`src/rtl/csr_attr_pkg.sv`:
```
package csr_attr_pkg;
  typedef enum logic [3:0] {
    ATTR_RSVD = 4'd0,
    ATTR_RO   = 4'd1,
    ATTR_WO   = 4'd2,
    ATTR_RW   = 4'd3,
    ATTR_W1C  = 4'd4,
    ATTR_RC   = 4'd5,
    ATTR_LL   = 4'd6,
    ATTR_LH   = 4'd7,
    ATTR_SC   = 4'd8
  } attr_e;

  localparam int unsigned ATTR_W = 4;
endpackage

```
`src/rtl/csr_bit.sv`:
```
module csr_bit
  import csr_attr_pkg::*;
#(
  parameter attr_e ATTR = ATTR_RW,
  parameter bit    DEF  = 1'b0,
  parameter bit    KEEP = 1'b0
) (
  input  logic clk_i,
  input  logic rst_ni,
  input  logic sys_rst_i,
  input  logic soft_rst_i,
  input  logic wr_hit_i,
  input  logic rd_hit_i,
  input  logic wdata_i,
  input  logic hw_i,
  output logic q_o,
  output logic view_o
);
  logic q;
  logic load_def;
  logic wr_one;
  logic any_rst;

  assign load_def = sys_rst_i | (soft_rst_i & ~KEEP);
  assign wr_one   = wr_hit_i & wdata_i;
  assign any_rst  = sys_rst_i | soft_rst_i;

  always_ff @(posedge clk_i or negedge rst_ni) begin
    if (!rst_ni) begin
      q <= DEF;
    end else if (load_def) begin
      q <= DEF;
    end else begin
      case (ATTR)
        ATTR_WO, ATTR_RW: if (wr_hit_i) q <= wdata_i;
        ATTR_W1C: begin
          if (hw_i)        q <= 1'b1;
          else if (wr_one) q <= 1'b0;
        end
        ATTR_RC, ATTR_LH: begin
          if (hw_i)          q <= 1'b1;
          else if (rd_hit_i) q <= 1'b0;
        end
        ATTR_LL: begin
          if (!hw_i)         q <= 1'b0;
          else if (rd_hit_i) q <= 1'b1;
        end
        ATTR_SC: q <= wr_one;
        default: q <= q;
      endcase
    end
  end

  always_comb begin
    case (ATTR)
      ATTR_RO:           view_o = hw_i;
      ATTR_WO, ATTR_RSVD: view_o = 1'b0;
      ATTR_SC:           view_o = q | wr_one;  // same-cycle set visible
      default:           view_o = q;
    endcase
  end

  assign q_o = (ATTR == ATTR_RO || ATTR == ATTR_RSVD) ? 1'b0 : q;

  generate
    if (ATTR == ATTR_WO || ATTR == ATTR_RW) begin : g_ast_wr
      AST_WRITE_STORES: assert property (@(posedge clk_i) disable iff (!rst_ni)
        (wr_hit_i && !any_rst) |=> (q == $past(wdata_i)));
    end
    if (ATTR == ATTR_W1C) begin : g_ast_w1c
      AST_W1C_CLEARS: assert property (@(posedge clk_i) disable iff (!rst_ni)
        (wr_one && !hw_i && !any_rst) |=> !q);
    end
    if (ATTR == ATTR_W1C || ATTR == ATTR_RC || ATTR == ATTR_LH) begin : g_ast_set
      AST_EVENT_WINS: assert property (@(posedge clk_i) disable iff (!rst_ni)
        (hw_i && !any_rst) |=> q);
    end
    if (ATTR == ATTR_RC || ATTR == ATTR_LH) begin : g_ast_rc
      AST_READ_CLEARS: assert property (@(posedge clk_i) disable iff (!rst_ni)
        (rd_hit_i && !hw_i && !any_rst) |=> !q);
    end
    if (ATTR == ATTR_LL) begin : g_ast_ll
      AST_LL_CAPTURE: assert property (@(posedge clk_i) disable iff (!rst_ni)
        (!hw_i && !any_rst) |=> !q);
      AST_LL_REARM: assert property (@(posedge clk_i) disable iff (!rst_ni)
        (rd_hit_i && hw_i && !any_rst) |=> q);
    end
    if (ATTR == ATTR_SC) begin : g_ast_sc
      AST_SC_SELF_CLEAR: assert property (@(posedge clk_i) disable iff (!rst_ni)
        (q && !wr_one && !any_rst) |=> !q);
    end
    if (ATTR != ATTR_RO && ATTR != ATTR_RSVD) begin : g_ast_rst
      AST_SYS_DEFAULT: assert property (@(posedge clk_i) disable iff (!rst_ni)
        sys_rst_i |=> (q == DEF));
      if (!KEEP) begin : g_plain
        AST_SOFT_DEFAULT: assert property (@(posedge clk_i) disable iff (!rst_ni)
          soft_rst_i |=> (q == DEF));
      end
    end
    if (KEEP && (ATTR == ATTR_RW || ATTR == ATTR_WO)) begin : g_ast_keep
      AST_SOFT_KEEPS: assert property (@(posedge clk_i) disable iff (!rst_ni)
        (soft_rst_i && !sys_rst_i && !wr_hit_i) |=> $stable(q));
    end
  endgenerate
endmodule

```
`src/rtl/csr_decode.sv`:
```
module csr_decode #(
  parameter int unsigned          NUM_REGS = 4,
  parameter int unsigned          ADDR_W   = 3,
  parameter logic [NUM_REGS-1:0]  REG_USED = '1
) (
  input  logic [ADDR_W-1:0]   addr_i,
  input  logic                wr_i,
  input  logic                rd_i,
  output logic [NUM_REGS-1:0] sel_o,
  output logic [NUM_REGS-1:0] wr_hit_o,
  output logic [NUM_REGS-1:0] rd_hit_o
);
  for (genvar r = 0; r < NUM_REGS; r++) begin : g_reg
    assign sel_o[r]    = (addr_i == ADDR_W'(r)) && REG_USED[r];
    assign wr_hit_o[r] = sel_o[r] & wr_i;
    assign rd_hit_o[r] = sel_o[r] & rd_i;
  end
endmodule

```
`src/rtl/csr_rdmux.sv`:
```
module csr_rdmux #(
  parameter int unsigned NUM_REGS = 4,
  parameter int unsigned DATA_W   = 8
) (
  input  logic                         clk_i,
  input  logic                         rst_ni,
  input  logic                         rd_i,
  input  logic [NUM_REGS-1:0]          sel_i,
  input  logic [NUM_REGS*DATA_W-1:0]   view_i,
  output logic [DATA_W-1:0]            rdata_o
);
  logic [DATA_W-1:0] rdata_d;

  always_comb begin
    rdata_d = '0;
    for (int r = 0; r < NUM_REGS; r++) begin
      if (sel_i[r]) rdata_d = rdata_d | view_i[r*DATA_W +: DATA_W];
    end
  end

  always_ff @(posedge clk_i or negedge rst_ni) begin
    if (!rst_ni)   rdata_o <= '0;
    else if (rd_i) rdata_o <= rdata_d;
  end

  AST_RSVD_READS_ZERO: assert property (@(posedge clk_i) disable iff (!rst_ni)
    (rd_i && !(|sel_i)) |=> (rdata_o == '0));
  AST_RDATA_HOLDS: assert property (@(posedge clk_i) disable iff (!rst_ni)
    !rd_i |=> $stable(rdata_o));
endmodule

```
`src/rtl/csr_bank.sv`:
```
module csr_bank
  import csr_attr_pkg::*;
#(
  parameter int unsigned NUM_REGS = 4,
  parameter int unsigned DATA_W   = 8,
  parameter int unsigned ADDR_W   = 3,
  // 4-bit attribute code per bit, bit 0 of register 0 in the lowest nibble
  parameter logic [NUM_REGS*DATA_W*ATTR_W-1:0] ATTR_MAP =
    128'h3333_3333_0000_0000_0176_5544_0188_2333,
  parameter logic [NUM_REGS*DATA_W-1:0] DEF_MAP  = 32'hA500_1005,
  parameter logic [NUM_REGS*DATA_W-1:0] KEEP_MAP = 32'hF000_0004
) (
  input  logic                       clk_i,
  input  logic                       rst_ni,
  input  logic                       sys_rst_i,
  input  logic                       soft_rst_i,
  input  logic [ADDR_W-1:0]          addr_i,
  input  logic                       wr_i,
  input  logic                       rd_i,
  input  logic [DATA_W-1:0]          wdata_i,
  input  logic [NUM_REGS*DATA_W-1:0] hw_i,
  output logic [DATA_W-1:0]          rdata_o,
  output logic [NUM_REGS*DATA_W-1:0] field_o
);
  localparam int unsigned NBITS = NUM_REGS * DATA_W;

  function automatic logic [NUM_REGS-1:0] calc_used();
    logic [NUM_REGS-1:0] v;
    v = '0;
    for (int r = 0; r < NUM_REGS; r++)
      for (int b = 0; b < DATA_W; b++)
        if (ATTR_MAP[(r*DATA_W+b)*ATTR_W +: ATTR_W] != '0) v[r] = 1'b1;
    return v;
  endfunction

  localparam logic [NUM_REGS-1:0] REG_USED = calc_used();

  logic [NUM_REGS-1:0] sel;
  logic [NUM_REGS-1:0] wr_hit;
  logic [NUM_REGS-1:0] rd_hit;
  logic [NBITS-1:0]    view;

  csr_decode #(
    .NUM_REGS(NUM_REGS),
    .ADDR_W  (ADDR_W),
    .REG_USED(REG_USED)
  ) u_decode (
    .addr_i  (addr_i),
    .wr_i    (wr_i),
    .rd_i    (rd_i),
    .sel_o   (sel),
    .wr_hit_o(wr_hit),
    .rd_hit_o(rd_hit)
  );

  for (genvar r = 0; r < NUM_REGS; r++) begin : g_reg
    for (genvar b = 0; b < DATA_W; b++) begin : g_bit
      localparam int unsigned IDX = r * DATA_W + b;
      localparam attr_e A = attr_e'(ATTR_MAP[IDX*ATTR_W +: ATTR_W]);
      csr_bit #(
        .ATTR(A),
        .DEF (DEF_MAP[IDX]),
        .KEEP(KEEP_MAP[IDX])
      ) u_bit (
        .clk_i     (clk_i),
        .rst_ni    (rst_ni),
        .sys_rst_i (sys_rst_i),
        .soft_rst_i(soft_rst_i),
        .wr_hit_i  (wr_hit[r]),
        .rd_hit_i  (rd_hit[r]),
        .wdata_i   (wdata_i[b]),
        .hw_i      (hw_i[IDX]),
        .q_o       (field_o[IDX]),
        .view_o    (view[IDX])
      );
    end
  end

  csr_rdmux #(
    .NUM_REGS(NUM_REGS),
    .DATA_W  (DATA_W)
  ) u_rdmux (
    .clk_i  (clk_i),
    .rst_ni (rst_ni),
    .rd_i   (rd_i),
    .sel_i  (sel),
    .view_i (view),
    .rdata_o(rdata_o)
  );
endmodule

```
`config.mk`:
```
export PLATFORM = sky130hd
export DESIGN_NAME = csr_bank
export DESIGN_NICKNAME = d
export VERILOG_FILES = /design/src/rtl/csr_attr_pkg.sv /design/src/rtl/csr_bit.sv /design/src/rtl/csr_decode.sv /design/src/rtl/csr_rdmux.sv /design/src/rtl/csr_bank.sv
export SDC_FILE = /design/constraint.sdc
export NUM_CORES = 1
export LEC_CHECK = 0
export BUFFER_PORTS_ARGS = -buffer_cell sky130_fd_sc_hd__buf_2
export CORE_ASPECT_RATIO = 1.25
export CORE_MARGIN = 2
export CORE_UTILIZATION = 47
export DETAILED_ROUTE_END_ITERATION = 12
export MAX_ROUTING_LAYER = met4
export PLACE_DENSITY = 0.84
export SYNTH_ARGS = -nofsm -noshare
export SYNTH_HDL_FRONTEND = slang
export SYNTH_SLANG_ARGS = --single-unit
export TNS_END_PERCENT = 50
```
`constraint.sdc`:
```
create_clock -name clk_i -period 2.3 [get_ports clk_i]
set_input_delay 0.345 -clock clk_i [delete_from_list [all_inputs] [get_ports clk_i]]
set_output_delay 0.345 -clock clk_i [all_outputs]
set_load 0.02 [all_outputs]
```
After elaboration in Yosys (flattened, before gate mapping):

Cells that the tools add are included.

* register bits: 28
* bits of input ports: 49
* output and inout bits: 40
* word-level logic and storage cells: 92

* eq/ne operators: 3
* muxes and demuxes: 45
* bitwise logic cells: 13
* reduce and logical (&&, ||, !) cells: 10

Operator list (number)
* 2-to-1 mux 1 bit: 42
* 2-to-1 mux 8 bit: 2
* nonzero test 3 bit: 5
* bitwise AND 1 bit: 8
* bitwise OR 8 x 7 -> 8 bit: 1
* bitwise OR 8 bit: 1
* nonzero test 2 bit: 4
* 2-to-1 mux 7 bit: 1
* == test 3 x 1 -> 1 bit, second input constant: 1
* == test 3 x 2 -> 1 bit, second input constant: 1
* logical NOT 3 bit: 1
* != test 3 x 1 -> 1 bit, second input constant: 1
* bitwise OR 1 bit: 3

Depth between registers and ports, before layout:

Gate-level depths: netlist of the first run.

* depth after elaboration: 9
* mapped depth: 5
* gate-level depth less buffers: 3

By module:

From an unflattened synthesis of the first run, not the netlist that was laid out.

* cells, all modules: 183
* area, all modules: 1816.7 um2

Modules (own cells, without submodules)
* csr_rdmux: times used 1, cells an instance 46, area an instance 459.2 um2, sequential area each 200.2 um2
* csr_bit at g_reg[0].g_bit[6].u_bit ...: times used 12, cells an instance 3, area an instance 18.8 um2, sequential area each 0.0 um2
* csr_bit at g_reg[1].g_bit[2].u_bit ...: times used 3, cells an instance 5, area an instance 57.6 um2, sequential area each 25.0 um2
* csr_bit at g_reg[0].g_bit[1].u_bit ...: times used 3, cells an instance 4, area an instance 52.6 um2, sequential area each 25.0 um2
* csr_bit at g_reg[0].g_bit[0].u_bit ...: times used 3, cells an instance 5, area an instance 51.3 um2, sequential area each 26.3 um2
* csr_bit at g_reg[0].g_bit[2].u_bit ...: times used 3, cells an instance 4, area an instance 48.8 um2, sequential area each 26.3 um2
* csr_decode: times used 1, cells an instance 13, area an instance 113.9 um2, sequential area each 0.0 um2
* csr_bit at g_reg[1].g_bit[0].u_bit ...: times used 2, cells an instance 5, area an instance 51.3 um2, sequential area each 25.0 um2
* csr_bit at g_reg[3].g_bit[4].u_bit ...: times used 2, cells an instance 4, area an instance 46.3 um2, sequential area each 25.0 um2
* csr_bit at g_reg[0].g_bit[4].u_bit ...: times used 2, cells an instance 3, area an instance 45.0 um2, sequential area each 25.0 um2
* csr_bit at g_reg[0].g_bit[3].u_bit: times used 1, cells an instance 5, area an instance 56.3 um2, sequential area each 25.0 um2
* csr_bit at g_reg[1].g_bit[4].u_bit: times used 1, cells an instance 5, area an instance 46.3 um2, sequential area each 26.3 um2

Worst setup path after synthesis of the first run:

Ideal clock, no wire load.

* path type: input to register
* start: input port addr_i[0]
* end: register g_reg[0].g_bit[2].u_bit.q
* setup time: 0.082 ns
* data arrival time: 1.217 ns
* required time: 2.218 ns
* setup slack: 1.002 ns
* stages on the path: 4
* buffers on the path: 1
* cell sequence: buf_2 nor4b_4 nor2b_1 a211o_1

* longest elaborated chain between the ends: 3

Ends and longest elaborated chain
* start: declaration: RTL line csr_bank.sv:17 `input logic [ADDR_W-1:0] addr_i,`
* logical NOT 3 bit: RTL line csr_decode.sv:14 `assign sel_o[r] = (addr_i == ADDR_W'(r)) && REG_USED[r];`
* bitwise AND 1 bit: RTL line csr_decode.sv:15 `assign wr_hit_o[r] = sel_o[r] & wr_i;`
* nonzero test 2 bit (no source line)
* end signal: assignment: RTL line csr_bit.sv:35 `ATTR_WO, ATTR_RW: if (wr_hit_i) q <= wdata_i;`
* end signal: assignment: RTL line csr_bit.sv:48 `ATTR_SC: q <= wr_one;`
* end signal: assignment: RTL line csr_bit.sv:49 `default: q <= q;`
* end: declaration: RTL line csr_bit.sv:19 `logic q;`

No other way between the ends.
A chain may end at the register's enable or synchronous reset.

Worst setup path in the final report of the first run:

* start: input port addr_i[1]
* end: register g_reg[0].g_bit[2].u_bit.q

The elaborated chain is that of the path after synthesis.

==> reports/results.txt, run 1 <==
Run status = finished clean
Setup Buffers After CTS = 0
ANT cells = 0
DIE AREA = 0.00385 sq mm
Die width = 55.9 um
Worst Tran Pin Value = 0.614 ns
Antenna Violating Nets Remaining = 0
Router iterations before antenna repair = 4
CP required = 2.51 ns
Simple-gate share of the synthesized area = 0.185
DP Cell Count = 223
WS Path Type = in -> reg
Cell variety after synth = 35
Clock Path Buffers = 2
WP data arrival = 1.56 ns
Worst r2r path cells = 3
DP HPWL = 2.45 mm
Vias in the first global route = 1115
Cell Count, Final, Fillers Out = 227
Initial drt markers = 23
Core ar. = 0.00322 sq mm
Fraction of synthesized area in multiplexers = 0.0507
Most Crowded Layer GR = met2
NumNets Final = 240
Met1 GRT Util = 0.221
Register share of total power = 0.488
Sw frac = 0.254
RR Endpoint = u_rdmux.rdata_o[0]
P_leak = 0.882 nW
Critical path buffers and inverters = 1
FMAX = 742 MHz
Final WL = 3.25 mm
Power density over cell area = 629 mW/mm^2
IO Port Bufs = 52
Post-synth ARST share = 1.00
Ys flop type = dfrtp_1
Crit-path cells = buf_2 -> nor4b_4 -> nor2b_1 -> a211o_1
Post_cts resized = 0
Clock skew = 0.00359 ns
Met3 Use GR = 0.0224
CP Launch Type = primary input
Met2 usage = 0.313
Largest family of logic cells by synthesized area = buffers and inverters
Critical Path Stages = 4
Row cnt = 23
Starting Density = 0.490
Setup WS post-layout = 0.952 ns
Initial antenna violation count = 0
Total congestion overflow = 0
Critical path's top delay family = simple AND/OR/NAND/NOR gates
Sequential share of the synthesized area = 0.449
Clk_lat worst skew = 0.27 ns
Largest net degree at the start of global routing = 29
Avg WL per Cell = 14.3 um
Post-synthesis cell count = 164
Clock Tree Root = clkbuf_8
Tcrit/Tclk final = 0.586
Hold crit path type = in -> async
DR vias/cell = 5.16
Xor and xnor area share after synthesis = 0
Fraction of layout instances using a drive strength above 1 = 0.347
Final Slew Violations = 0
Comb power frac = 0.155
Clock share of power = 0.357
Power Internal = 0.803 mW
Total Routing Usage GR = 0.187
Pre-CTS WS = 0.675 ns
H-tree Lvls = 1
Num Clock Sinks = 28
Die H = 68.8 um
DRC Markers = 0
Max Cap Viol = 0
Internal reg-to-reg setup slack = 1.25 ns
CP peak stage delay = 0.59 ns
Hold buffer count at CTS = 0
Setup TNS Final = 0 ns
Crit path max-delay cell type = nor4b_4
Final min period = 1.35 ns
Max IR drop VDD = 0.374 mV
Number of synthesized flops with an enable pin = 0
Number of buffers created by CTS = 3
Hold Vio Cnt, Final = 0
Sw power = 0.273 mW
Global-route wire length before repair = 5.29 mm
Critical-path maximum fanout = 19
Unrepaired setup endpoints after global routing = no
Via Count = 1171
Mean area per synthesized cell = 9.64 sq um
Post-synthesis adder-cell area fraction = 0
Max-slew headroom = 0.589
Clk slew on worst S/H paths = 0.10 ns
FF-to-FF Start = g_reg[0].g_bit[0].u_bit.q_o
Synth Area in Compound Gates = 0.116
Final Wtd Congestion = 0.787
#FFs+latches synth = 28
IO Count = 89
Crit end category = flop
CTS tree = built
Synth warn = 0
Area grow syn2layout = 8.31%
Core Util, Final = 0.531
Setup-failing EPs final = 0
Synthesized cell area = 0.00158 sq mm
synthesized netlist by cell type (3+ instances only):
cell       n  area share
mux2i_1    8       0.051
nand3_1    6       0.019
nand3b_1   3       0.014
dfstp_2    7        0.12
nor2b_1    3       0.012
a31oi_1    4       0.016
nor2_1     6       0.014
nand2_1   19       0.045
buf_2      5       0.016
dfrtp_1   21        0.33
o21ai_0    5       0.016
a21oi_1    9       0.029
inv_1      6       0.014
clkbuf_1   3      0.0071
buf_4     32        0.15
final cells by class:
cell class | instances | area (sq um)
fillers | 314 | 1510
flip-flops and latches | 28 | 709
multi-input cells | 100 | 602
repair buffers | 52 | 260
well taps | 37 | 46.3
clock buffers | 3 | 41.3
clock inverters | 1 | 30.0
inverters | 6 | 22.5
worst max-delay path by stage:
stage / start / to / slack [ns]
after CTS: g_reg[3].g_bit[5].u_bit.q_o / field_o[29] / 0.95
after global placement: addr_i[1] / g_reg[0].g_bit[2].u_bit.q_o / 0.70
final: addr_i[1] / g_reg[0].g_bit[2].u_bit.q_o / 0.95
after floorplan: addr_i[0] / g_reg[0].g_bit[2].u_bit.q_o / 1.00
after detailed placement: addr_i[1] / g_reg[0].g_bit[2].u_bit.q_o / 0.67
after global routing: addr_i[1] / g_reg[0].g_bit[2].u_bit.q_o / 0.89
registers in the layout (all words and copies together), names as in the netlist:
register,count
u_rdmux.rdata_o,8
g.g_bit.u_bit.q_o,20
cell usage in the layout, fill, tap and decap left out, types with 3 or more instances in the layout:
master	Yosys	routed
a31oi_1	4	4
nand2_1	19	19
conb_1	1	12
mux2i_1	8	8
clkbuf_8	0	3
inv_1	6	6
a21oi_1	9	9
dfrtp_1	21	21
nor2b_1	3	3
o21ai_0	5	5
nor2_1	6	6
nand3_1	6	6
dfstp_2	7	7
nand3b_1	3	3
buf_2	5	52
metal layers:
layer	part of all wire	vias to the layer above
met4	0.019	0
met2	0.52	36
met3	0.059	4
li1	-	572
met1	0.40	559
met5	0	-
power groups by stage:
stage | logic, mW | clock network [mW] | registers [mW]
floorplan | 0.122 | 0 | 0.545
global placement | 0.166 | 0 | 0.533
detailed placement | 0.168 | 0 | 0.534
CTS | 0.168 | 0.392 | 0.525
global route | 0.186 | 0.409 | 0.528
finish | 0.167 | 0.384 | 0.525
logic make-up (layout without fill, tap and decap cells):
group	Yosys count	in the layout
compound gates	29	29
buf+inv	47	62
flops	28	28
mux	8	8
other cells	1	12
simple gates	51	51
metrics by stage:
stage	cell area [sq um]	total power, mW	hold slack [ns]
2_1_floorplan	1620	0.667	0.0494
3_3_place_gp	1640	0.699	0.386
3_5_place_dp	1640	0.702	0.388
4_1_cts	1710	1.09	0.0820
5_1_grt	1710	1.12	0.113
6_report	1710	1.08	0.0635
Power figures use the tool's default switching activity.
==> run 2, diff against run 1 <==
--- a/config.mk
+++ b/config.mk
@@ -8,10 +8,10 @@
 export BUFFER_PORTS_ARGS = -buffer_cell sky130_fd_sc_hd__buf_2
 export CORE_ASPECT_RATIO = 1.25
 export CORE_MARGIN = 2
-export CORE_UTILIZATION = 47
+export CORE_UTILIZATION = 40
 export DETAILED_ROUTE_END_ITERATION = 12
 export MAX_ROUTING_LAYER = met4
-export PLACE_DENSITY = 0.84
+export PLACE_DENSITY = 0.76
 export SYNTH_ARGS = -nofsm -noshare
 export SYNTH_HDL_FRONTEND = slang
 export SYNTH_SLANG_ARGS = --single-unit
==> constraint.sdc (replaced) <==
create_clock -name clk_i -period 1.2 [get_ports clk_i]
set_input_delay 0.18 -clock clk_i [delete_from_list [all_inputs] [get_ports clk_i]]
set_output_delay 0.18 -clock clk_i [all_outputs]
set_load 0.02 [all_outputs]
==> run 2 against run 1 <==
Global-route usage shrank 1.4 points; first-iteration DRC count grew 120%; largest cell class unchanged; sequential share of layout area shrank 3.3 points.
==> reports/results.txt, run 2 (synthesis gave the netlist of run 1 again) <==
Initial drt markers = 50 (+120%)
Setup WS post-layout = 0.0284 ns (-0.924 ns)
Register share of total power = 0.475 (-0.013)
DR vias/cell = 4.71 (-8.7%)
Critical path's top delay family = flip-flops
Max IR drop VDD = 0.604 mV (+61%)
Antenna Violating Nets Remaining = 0 (unchanged)
FMAX = 854 MHz
Origin of the worst setup path = g_reg[0].g_bit[0].u_bit.q_o
DRC Markers = 0 (unchanged)
Crit path max-delay cell type = dfstp_2
Sw frac = 0.260 (+0.00587)
P_leak = 0.962 nW (+9.1%)
Die H = 74.3 um (+7.9%)
Commonest non-fill, non-tap cell in the layout = buf_2
Router iterations before antenna repair = 4 (unchanged)
DP HPWL = 2.75 mm (+12%)
Clock Tree Root = clkbuf_8
Fraction of layout instances using a drive strength above 1 = 0.393 (+0.0458)
WP data arrival = 0.99 ns (-0.57 ns)
Internal reg-to-reg setup slack = 0.19 ns (-1.06 ns)
Crit-path cells = buf_2
Starting Density = 0.418 (-0.0728)
Total congestion overflow = 0 (unchanged)
Setup-failing EPs final = 0 (unchanged)
Worst Setup EP = field_o[0]
Hold crit path type = in -> reg
Worst r2r path cells = 3 (unchanged)
NumNets Final = 256 (+6.7%)
Hold Vio Cnt, Final = 0 (unchanged)
IO Count = 89 (unchanged)
RR Endpoint = u_rdmux.rdata_o[0]
Clock skew = 0.00124 ns (-0.00235 ns)
Power density over cell area = 1140 mW/mm^2 (+81%)
Unrepaired setup endpoints after global routing = no
Most frequent cells in the layout = 51 x buf_2, 21 x dfrtp_1, 19 x nand2_1, 16 x buf_4, 12 x conb_1
Num Clock Sinks = 28 (unchanged)
Clock share of power = 0.356 (about the same)
Critical path buffers and inverters = 1 (unchanged)
ANT cells = 0 (unchanged)
Total Routing Usage GR = 0.172 (-0.0144)
Clk_lat worst skew = 0.28 ns (about the same)
WS Path Type = reg -> out
Initial antenna violation count = 0 (unchanged)
Tcrit/Tclk final = 0.976
Crit end category = output port
DP Cell Count = 255 (+14%)
Sw power = 0.549 mW (+100%)
Power Internal = 1.57 mW (+95%)
CP required = 1.02 ns (-1.49 ns)
Final min period = 1.17 ns
Number of buffers created by CTS = 3 (unchanged)
DIE AREA = 0.00447 sq mm (+16%)
Max FFs per register = 20 (unchanged)
Vias in the first global route = 1207 (+8.3%)
CP Launch Type = flop
Comb power frac = 0.169 (+0.014)
Clk slew on worst S/H paths = 0.10 ns (about the same)
Via Count = 1225 (+4.6%)
Max Cap Viol = 0 (unchanged)
Final Slew Violations = 0 (unchanged)
Pre-CTS WS = -0.0162 ns (-0.691 ns)
# fillers = 370 (+18%)
Run status = finished clean
Cell Count, Final, Fillers Out = 260 (+15%)
Final Wtd Congestion = 0.831 (+5.6%)
Row cnt = 25 (+8.7%)
Clock Path Buffers = 2 (unchanged)
Core ar. = 0.00378 sq mm (+17%)
Area grow syn2layout = 17.6%
Critical-path maximum fanout = 3 (-16)
Avg WL per Cell = 13.6 um (-4.8%)
Final Cell Area = 0.00186 sq mm (+8.6%)
Global-route wire length before repair = 5.51 mm (+4.2%)
Largest net degree at the start of global routing = 29 (unchanged)
FF-to-FF Start = g_reg[0].g_bit[0].u_bit.q_o
Core Util, Final = 0.491 (-0.0401)
Critical Path Stages = 1 (-3)
Placed Area = 0.00177 sq mm (+8.2%)
Final WL = 3.54 mm (+9.0%)
CTS tree = built
H-tree Lvls = 1 (unchanged)
Die width = 60.2 um (+7.8%)
CP peak stage delay = 0.55 ns (-0.04 ns)
IO Port Bufs = 52 (unchanged)
==> run 2: cell types whose count changed in the layout (fill, tap and decap cells not counted), sizes merged <==
cell,before,now
buf,52,67
dlygate4sd3,0,1
==> run 2: routing by layer <==
metal | share of wire | up-vias | track usage
met1 | 0.42 | 576 | 0.199
met3 | 0.037 | 6 | 0.0104
met5 | 0 | - | -
met4 | 0.023 | 0 | 0.0840
li1 | - | 598 | -
met2 | 0.52 | 45 | 0.298
==> run 2: metrics by stage <==
step                hold slack [ns]  TNS [ns]  total power, mW
floorplan                    -0.116         0             1.28
global placement              0.195   -0.0218             1.37
detailed placement            0.204   -0.0312             1.38
CTS                          0.0957         0             2.13
global route                  0.108         0             2.18
finish                       0.0978         0             2.12
==> run 2: cell type report <==
cell class	instances	area (sq um)	share of cell area
clock buffer	3	41.3	0.0222
clock inverter	1	30.0	0.0162
multi-input combinational	100	602	0.324
sequential	28	709	0.382
timing repair buffer	68	385	0.207
tap	54	67.6	0.0364
inverter	6	22.5	0.0121
==> run 2: power groups by stage <==
stage	Combinational (mW)	Clock, mW	Sequential [mW]
after CTS	0.358	0.763	1.01
final	0.357	0.753	1.01
after floorplan	0.233	0	1.05
after detailed placement	0.355	0	1.02
after global placement	0.349	0	1.02
after global routing	0.392	0.782	1.01
==> run 2: worst min-delay path by stage <==
stage          startpoint                           to  depth (start not counted)
6_report         hw_i[12]  g_reg[1].g_bit[4].u_bit.q_o                          3
5_1_grt          hw_i[12]  g_reg[1].g_bit[4].u_bit.q_o                          3
4_1_cts          hw_i[12]  g_reg[1].g_bit[4].u_bit.q_o                          3
3_5_place_dp       rst_ni  g_reg[1].g_bit[0].u_bit.q_o                          2
3_3_place_gp       rst_ni  g_reg[1].g_bit[0].u_bit.q_o                          2
2_1_floorplan      rst_ni  g_reg[0].g_bit[1].u_bit.q_o                          0
==> run 2: repair_timing <==
item	CTS	global route
buffers inserted	0	0
resized for setup	0	1
hold buffers	1	0
hold endpoints to repair	21	0
endpoints found under the setup margin	0	1
